`config.mk`:
```
export PLATFORM = sky130hd
export DESIGN_NAME = wdt_top
export DESIGN_NICKNAME = d
export VERILOG_FILES = /design/src/rtl/wdt_pkg.sv /design/src/rtl/wdt_prescaler.sv /design/src/rtl/wdt_counter.sv /design/src/rtl/wdt_rst_pulse.sv /design/src/rtl/wdt_top.sv
export SDC_FILE = /design/constraint.sdc
export NUM_CORES = 1
export LEC_CHECK = 0
export BUFFER_PORTS_ARGS = -buffer_cell sky130_fd_sc_hd__buf_2
export CAP_MARGIN = 30
export CORE_AREA = 2 2 77 61
export CTS_CLUSTER_SIZE = 10
export DETAILED_ROUTE_END_ITERATION = 10
export DIE_AREA = 0 0 79 63
export PLACE_DENSITY = 0.77
export SETUP_SLACK_MARGIN = 0.15
export SLEW_MARGIN = 40
export SYNTH_ARGS = -nofsm -noshare
export SYNTH_HDL_FRONTEND = slang
export SYNTH_SLANG_ARGS = --single-unit
```
`constraint.sdc`:
```
create_clock -name clk_i -period 2.5 [get_ports clk_i]
set_input_delay 0.125 -clock clk_i [delete_from_list [all_inputs] [get_ports clk_i]]
set_output_delay 0.125 -clock clk_i [all_outputs]
set_load 0.01 [all_outputs]
```
`src/rtl/wdt_pkg.sv`:
```
package wdt_pkg;
  localparam int DATA_W = 8;
  localparam int ADDR_W = 2;

  typedef enum logic [ADDR_W-1:0] {
    REG_COUNT = 2'd0,
    REG_CTRL  = 2'd1,
    REG_EVT   = 2'd2
  } wdt_reg_e;

  localparam int UNIT_BIT  = 3;
  localparam int KBD_BIT   = 7;
  localparam int MOUSE_BIT = 6;

  typedef struct packed {
    logic kbd;
    logic mouse;
  } evt_en_t;
endpackage

```
`src/rtl/wdt_prescaler.sv`:
```
module wdt_prescaler #(
  parameter int TICKS_PER_SEC = 1000,
  parameter int SEC_PER_MIN   = 60
) (
  input  logic clk_i,
  input  logic rst_ni,
  input  logic run_i,
  input  logic clear_i,
  input  logic unit_min_i,
  input  logic ms_tick_i,
  output logic unit_tick_o
);
  localparam int MS_W  = $clog2(TICKS_PER_SEC + 1);
  localparam int SEC_W = $clog2(SEC_PER_MIN + 1);
  localparam logic [MS_W-1:0]  MS_LAST  = MS_W'(TICKS_PER_SEC - 1);
  localparam logic [SEC_W-1:0] SEC_LAST = SEC_W'(SEC_PER_MIN - 1);

  logic [MS_W-1:0]  ms_cnt_q;
  logic [SEC_W-1:0] sec_cnt_q;
  logic             hold;
  logic             sec_pulse;

  assign hold      = !run_i || clear_i;
  assign sec_pulse = !hold && ms_tick_i && (ms_cnt_q == MS_LAST);

  always_ff @(posedge clk_i or negedge rst_ni) begin
    if (!rst_ni) begin
      ms_cnt_q <= '0;
    end else if (hold) begin
      ms_cnt_q <= '0;
    end else if (ms_tick_i) begin
      ms_cnt_q <= (ms_cnt_q == MS_LAST) ? '0 : ms_cnt_q + 1'b1;
    end
  end

  always_ff @(posedge clk_i or negedge rst_ni) begin
    if (!rst_ni) begin
      sec_cnt_q <= '0;
    end else if (hold || !unit_min_i) begin
      sec_cnt_q <= '0;
    end else if (sec_pulse) begin
      sec_cnt_q <= (sec_cnt_q == SEC_LAST) ? '0 : sec_cnt_q + 1'b1;
    end
  end

  assign unit_tick_o = unit_min_i ? (sec_pulse && (sec_cnt_q == SEC_LAST)) : sec_pulse;


  tick_needs_ms_chk: assert property (@(posedge clk_i) disable iff (!rst_ni)
    unit_tick_o |-> (ms_tick_i && run_i && !clear_i));
endmodule

```
`src/rtl/wdt_counter.sv`:
```
module wdt_counter #(
  parameter int CNT_W = 8
) (
  input  logic             clk_i,
  input  logic             rst_ni,
  input  logic             load_i,
  input  logic [CNT_W-1:0] load_val_i,
  input  logic             reload_i,
  input  logic             unit_tick_i,
  output logic [CNT_W-1:0] count_o,
  output logic             active_o,
  output logic             expire_o
);
  logic [CNT_W-1:0] count_q;
  logic [CNT_W-1:0] last_q;
  logic             active_q;

  // priority: register write, then event reload, then unit tick
  assign expire_o = active_q && !load_i && !reload_i && unit_tick_i &&
                    (count_q == CNT_W'(1));

  always_ff @(posedge clk_i or negedge rst_ni) begin
    if (!rst_ni) begin
      count_q  <= '0;
      last_q   <= '0;
      active_q <= 1'b0;
    end else if (load_i) begin
      count_q  <= load_val_i;
      last_q   <= load_val_i;
      active_q <= (load_val_i != '0);
    end else if (active_q && reload_i) begin
      count_q <= last_q;
    end else if (active_q && unit_tick_i) begin
      count_q <= count_q - 1'b1;
      if (count_q == CNT_W'(1)) active_q <= 1'b0;
    end
  end

  assign count_o  = count_q;
  assign active_o = active_q;


  arm_load_chk: assert property (@(posedge clk_i) disable iff (!rst_ni)
    (load_i && load_val_i != '0) |=> (active_o && count_o == $past(load_val_i)));

  stop_load_chk: assert property (@(posedge clk_i) disable iff (!rst_ni)
    (load_i && load_val_i == '0) |=> (!active_o && count_o == '0));

  step_down_chk: assert property (@(posedge clk_i) disable iff (!rst_ni)
    (active_o && unit_tick_i && !load_i && !reload_i && count_o > CNT_W'(1))
    |=> (active_o && count_o == $past(count_o) - 1'b1));

  idle_hold_chk: assert property (@(posedge clk_i) disable iff (!rst_ni)
    (!active_o && !load_i) |=> (count_o == $past(count_o) && !active_o));
endmodule

```
`src/rtl/wdt_rst_pulse.sv`:
```
module wdt_rst_pulse #(
  parameter int PULSE_CYCLES = 16
) (
  input  logic clk_i,
  input  logic rst_ni,
  input  logic trigger_i,
  output logic pulse_o
);
  localparam int PW = $clog2(PULSE_CYCLES + 1);

  logic [PW-1:0] left_q;

  always_ff @(posedge clk_i or negedge rst_ni) begin
    if (!rst_ni) begin
      left_q <= '0;
    end else if (trigger_i) begin
      left_q <= PW'(PULSE_CYCLES);
    end else if (left_q != '0) begin
      left_q <= left_q - 1'b1;
    end
  end

  assign pulse_o = (left_q != '0);


  pulse_start_chk: assert property (@(posedge clk_i) disable iff (!rst_ni)
    trigger_i |=> pulse_o);

  pulse_cause_chk: assert property (@(posedge clk_i) disable iff (!rst_ni)
    $rose(pulse_o) |-> $past(trigger_i));
endmodule

```
`src/rtl/wdt_top.sv`:
```
module wdt_top
  import wdt_pkg::*;
#(
  parameter int TICKS_PER_SEC    = 1000,
  parameter int SEC_PER_MIN      = 60,
  parameter int RST_PULSE_CYCLES = 16
) (
  input  logic              clk_i,
  input  logic              rst_ni,
  input  logic              ms_tick_i,
  input  logic              reg_we_i,
  input  logic [ADDR_W-1:0] reg_addr_i,
  input  logic [DATA_W-1:0] reg_wdata_i,
  output logic [DATA_W-1:0] reg_rdata_o,
  input  logic              kbd_evt_i,
  input  logic              mouse_evt_i,
  output logic              wdt_rst_o,
  output logic              active_o
);
  logic              unit_min_q;
  evt_en_t           evt_en_q;
  logic              cnt_wr;
  logic              evt_hit;
  logic              reload;
  logic              unit_tick;
  logic              expire;
  logic              active;
  logic [DATA_W-1:0] count;

  assign cnt_wr  = reg_we_i && (reg_addr_i == REG_COUNT);
  assign evt_hit = (kbd_evt_i && evt_en_q.kbd) || (mouse_evt_i && evt_en_q.mouse);
  assign reload  = evt_hit && active;

  always_ff @(posedge clk_i or negedge rst_ni) begin
    if (!rst_ni) begin
      unit_min_q <= 1'b0;
      evt_en_q   <= '0;
    end else if (reg_we_i) begin
      if (reg_addr_i == REG_CTRL) unit_min_q <= reg_wdata_i[UNIT_BIT];
      if (reg_addr_i == REG_EVT) begin
        evt_en_q.kbd   <= reg_wdata_i[KBD_BIT];
        evt_en_q.mouse <= reg_wdata_i[MOUSE_BIT];
      end
    end
  end

  wdt_prescaler #(
    .TICKS_PER_SEC(TICKS_PER_SEC),
    .SEC_PER_MIN  (SEC_PER_MIN)
  ) u_presc (
    .clk_i      (clk_i),
    .rst_ni     (rst_ni),
    .run_i      (active),
    .clear_i    (cnt_wr || reload),
    .unit_min_i (unit_min_q),
    .ms_tick_i  (ms_tick_i),
    .unit_tick_o(unit_tick)
  );

  wdt_counter #(
    .CNT_W(DATA_W)
  ) u_cnt (
    .clk_i      (clk_i),
    .rst_ni     (rst_ni),
    .load_i     (cnt_wr),
    .load_val_i (reg_wdata_i),
    .reload_i   (reload),
    .unit_tick_i(unit_tick),
    .count_o    (count),
    .active_o   (active),
    .expire_o   (expire)
  );

  wdt_rst_pulse #(
    .PULSE_CYCLES(RST_PULSE_CYCLES)
  ) u_pulse (
    .clk_i    (clk_i),
    .rst_ni   (rst_ni),
    .trigger_i(expire),
    .pulse_o  (wdt_rst_o)
  );

  always_comb begin
    reg_rdata_o = '0;
    case (reg_addr_i)
      REG_COUNT: reg_rdata_o = count;
      REG_CTRL:  reg_rdata_o[UNIT_BIT] = unit_min_q;
      REG_EVT: begin
        reg_rdata_o[KBD_BIT]   = evt_en_q.kbd;
        reg_rdata_o[MOUSE_BIT] = evt_en_q.mouse;
      end
      default:   reg_rdata_o = '0;
    endcase
  end

  assign active_o = active;


  idle_evt_chk: assert property (@(posedge clk_i) disable iff (!rst_ni)
    (!active_o && !cnt_wr) |=> !active_o);

  write_wins_chk: assert property (@(posedge clk_i) disable iff (!rst_ni)
    cnt_wr |=> (count == $past(reg_wdata_i)));

  no_rst_on_stop_chk: assert property (@(posedge clk_i) disable iff (!rst_ni)
    (cnt_wr && reg_wdata_i == '0) |=> !$rose(wdt_rst_o));
endmodule

```
==> parameters.txt <==
Parameter                              Value

Routing
  Post-route DRC ... 0
  Detailed Route WL ... 5210 microns
  DR WL met3 ... 340 microns
  Total met2 wirelength after detailed routing ... 2000 microns
  Remaining antenna violation count after routing ... 0
  Starting DRT DRC Count ... 161
  Number of iterations in the first detailed-routing pass ... 5
  Vias/cell ... 5.76
  Vias ... 1963
  Highest routing layer actually used ... met4
  Met1 Wirelength ... 2770 microns
  Average wire per standard cell ... 15.3 microns

Clock tree
  Clock Sink Count ... 41
  Buffer depth of the longest clock path ... 2
  Number of buffers added by the clock tree synthesis step ... 5
  TritonCTS clock tree ... yes
  Buffer type at the clock tree root ... sky130_fd_sc_hd__clkbuf_8
  Clock-pin slew on the worst setup and hold paths ... 0.08 ns
  Gates resized, CTS repair ... 0
  Clock latency on the worst-skew pair ... 0.30 ns
  Deepest level of the CTS H-tree ... 2

Critical path
  CP Data Required Time ... 2.69 ns
  Crit path launch type ... flip-flop
  CP arrival ... 2.26 ns
  Category of the worst setup path capture point ... flip-flop
  Worst setup endpoint ... u_cnt.count_o[3]
  Worst-path cell with the longest stage delay ... sky130_fd_sc_hd__dfrtp_1
  Crit Reg-Reg Endpoint ... u_cnt.count_o[3]
  Worst-path fanout max ... 7
  Reg2Reg Depth ... 6
  Largest incremental delay on the critical path ... 0.40 ns
  Critical Path Start ... u_presc.ms_cnt_q[0]
  Worst-path cell chain ... ha_1 > nor4bb_1 > nand3_1 > nor3b_2 > nand2b_1 > mux2_2
  Source of the worst register-to-register timing path ... u_presc.ms_cnt_q[0]
  Internal reg-to-reg setup slack ... 0.42 ns
  Crit Path Class ... flip-flop to flip-flop

GRT
  Pin count of the biggest net entering global routing ... 42
  Overflow after GRT ... 0
  Antenna violations before repair ... 0
  GRT Overall Usage ... 22.9%
  Number of global-route vias before repair ... 1806
  Wire length of the first global-routing pass ... 8780 microns

Power and ir drop
  Sequential share of power ... 46.0%
  Static Leak ... 1.25 nW
  Power per cell area ... 704 nW/um^2
  Max VDD drop ... 0.000448 V
  Sw Pwr ... 0.632 mW
  Cell internal power dissipation ... 1.26 mW
  Clock power share ... 25.4%
  Switching portion of total power ... 33.4%
  Sum of internal, switching and leakage power ... 1.89 mW
  Combinational group share of total power ... 28.6%

Cells and area
  Antenna cell count ... 0
  Final standard cell count with taps included and fillers excluded ... 341
  Layout cell share with drive strength beyond 1 ... 20.4%
  Layout net count ... 305
  Layout filler cell count ... 380
  Synth-to-Final Area Change ... 13.2%
  Final standard cell area without fillers ... 2690 sq um

Synth
  Yosys warning total ... 0
  Post-Syn Instances ... 251
  Number of storage elements in the synthesis netlist ... 41
  Syn Nets ... 273
  Count of distinct cell types in the synthesized netlist ... 54
  Synthesized area divided by synthesized cell count ... 9.48 sq um
  Cells taking the most area after synthesis ... sky130_fd_sc_hd__dfrtp_1, sky130_fd_sc_hd__nand2_1, sky130_fd_sc_hd__o21ai_0
  Proportion of netlist area held by the largest area contributor ... 43.1%
  Fraction of the yosys area taken by sequential cells ... 43.1%
  Proportion of synthesized flip-flops having asynchronous set or reset ... 100%
  Number of enable-type register cells in the synthesized netlist ... 0
  Most common flop cell mapped by yosys ... sky130_fd_sc_hd__dfrtp_1
  Synth area leader ... sky130_fd_sc_hd__dfrtp_1
  Netlist area before placement ... 2380 sq um

Timing
  Count of final hold-check violations ... 0
  Fin Clk Skew ... 0.00810 ns
  Number of setup violations in the final report ... 0
  Final Max Tran Viols ... 0
  Worst hold margin ... 0.0561 ns
  Post-route fraction of the period consumed by the critical path ... 83.0%
  Worst-case headroom to the max-slew limit ... 48.0%
  Maximum frequency from static timing analysis ... 482 MHz
  Total negative slack ... 0 ns
  Time the final worst path needs with I/O delays and setup ... 2.08 ns
  RSZ-0062 raised after global routing ... no
  Worst Tran Pin Value ... 0.779 ns

Die
  Placement Rows ... 21
  Height of the die ... 63 microns
  Core Box Area ... 4260 sq um
  Initial standard-cell utilization of the core ... 55.9%
  Top-Level Pins ... 26
  Die Outline Area ... 4980 sq um
  Die Span X ... 79 microns

Place
  Cell count after placement ... 332
  Post-place instance area ... 2580 sq um
  PortBufs ... 25
  HPWL after DPL ... 3900 microns
  Final weighted congestion of routability-driven global placement ... 0.921

Run status
  Status ... completed

Run
  Count of max-cap constraint violations ... 0

Hold path
  Class of the most critical hold timing path ... primary input to flip-flop
-- through the flow --
step / utilization [%] / setup slack [ns]
floorplan: - / 0.518
global placement: 60.6 / 0.510
detailed placement: 60.6 / 0.464
CTS: 63.2 / 0.446
global route: 63.2 / 0.302
finish: 63.2 / 0.425
-- power groups by stage --
stage,logic (mW),clock network [mW],registers (mW)
3_5_place_dp,0.531,0,0.880
6_report,0.542,0.481,0.871
4_1_cts,0.537,0.483,0.867
2_1_floorplan,0.389,0,0.854
5_1_grt,0.606,0.519,0.885
3_3_place_gp,0.530,0,0.879
-- cells in the mapped netlist (2+ instances only) --
cell type / count
sky130_fd_sc_hd__dfrtp_1: 41
sky130_fd_sc_hd__nand2_1: 37
sky130_fd_sc_hd__o21ai_0: 21
sky130_fd_sc_hd__nor2_1: 17
sky130_fd_sc_hd__a21oi_1: 12
sky130_fd_sc_hd__xnor2_1: 11
sky130_fd_sc_hd__inv_1: 9
sky130_fd_sc_hd__nor3_1: 8
sky130_fd_sc_hd__mux2_2: 7
sky130_fd_sc_hd__nand3_1: 7
sky130_fd_sc_hd__and3_1: 6
sky130_fd_sc_hd__ha_1: 6
sky130_fd_sc_hd__o31ai_1: 6
sky130_fd_sc_hd__mux2i_1: 5
sky130_fd_sc_hd__or4_1: 5
sky130_fd_sc_hd__and2_1: 3
sky130_fd_sc_hd__clkbuf_1: 3
sky130_fd_sc_hd__nor3b_1: 3
sky130_fd_sc_hd__a22o_1: 2
sky130_fd_sc_hd__a22oi_1: 2
sky130_fd_sc_hd__nand2b_1: 2
sky130_fd_sc_hd__nand3b_1: 2
sky130_fd_sc_hd__nor4_1: 2
sky130_fd_sc_hd__nor4b_1: 2
sky130_fd_sc_hd__o22a_1: 2
sky130_fd_sc_hd__xor2_1: 2
-- worst max-delay path, delay by kind of cell, from the launching register on --
kind | cells | cell delay, ns
adder cells (fa/ha/maj) | 1 | 0.22
flip-flops | 1 | 0.40
multiplexers | 1 | 0.37
AND/OR/NAND/NOR | 4 | 0.97
-- area by class of cell --
class	instances	area [sq um]	share of cell area, %
clock buffers	7	96.3	3.58
clock inverters	1	5.00	0.186
inverters	9	33.8	1.26
multi-input cells	194	1280	47.4
flip-flops and latches	41	1030	38.1
well taps	57	71.3	2.65
repair buffers	32	183	6.79
-- cell families after synthesis --
| group | synth area share, % |
|---|---|
| fa+ha+maj | 3.16 |
| simple gates | 25.5 |
| mux | 5.42 |
| flops | 43.1 |
| compound gates | 14.8 |
| buf+inv | 3.21 |
| xor+xnor | 4.79 |
-- cell usage in the layout, fill, tap and decap left out, drive strengths merged, types with 2 or more instances in the layout --
master,Yosys,final
nor4,3,3
a22o,2,2
nor4b,2,2
inv,9,9
or3,2,2
nand3,8,8
a21oi,12,12
nand2b,2,2
nor3b,4,4
o21ai,21,21
o22a,2,2
or4,5,5
a211oi,2,2
o31ai,6,6
nand4,2,2
and2,3,3
mux2i,5,5
nor3,8,8
a22oi,2,2
buf,3,31
clkbuf,4,7
nand3b,2,2
xor2,2,2
nor2,17,17
xnor2,11,11
and3,7,7
dfrtp,41,41
ha,6,6
nand2,37,37
mux2,7,7
-- sequential cells by signal (all words and copies together), names as in the netlist --
name / cells
u_presc.ms_cnt_q: 10
u_cnt.count_o: 8
u_cnt.last_q: 8
u_presc.sec_cnt_q: 6
u_pulse.left_q: 5
evt_en_q: 2
u_cnt.active_o: 1
unit_min_q: 1
-- how the worst min path moves through the flow --
stage                         from  depth (start not counted)               to  slack (ns)
CTS                 reg_wdata_i[4]                          3  u_cnt.last_q[4]        0.06
floorplan                   rst_ni                          0      evt_en_q[0]       -0.17
finish              reg_wdata_i[4]                          3  u_cnt.last_q[4]        0.06
global placement            rst_ni                          1  u_cnt.last_q[3]        0.31
global route        reg_wdata_i[2]                          3  u_cnt.last_q[2]        0.07
detailed placement          rst_ni                          1      evt_en_q[1]        0.14
-- timing repair --
action,CTS,global route
setup endpoints to repair,0,0
hold endpoints to repair,41,0
setup buffers,0,0
hold buffers,1,0
-- per-layer routing --
| layer | global-route usage [%] | vias to the layer above |
|---|---|---|
| met5 | 0 | - |
| met1 | 37.9 | 923 |
| met2 | 29.2 | 61 |
| met3 | 3.76 | 11 |
| met4 | 8.84 | 0 |
| li1 | - | 968 |
(Power assumes the default switching activity.)
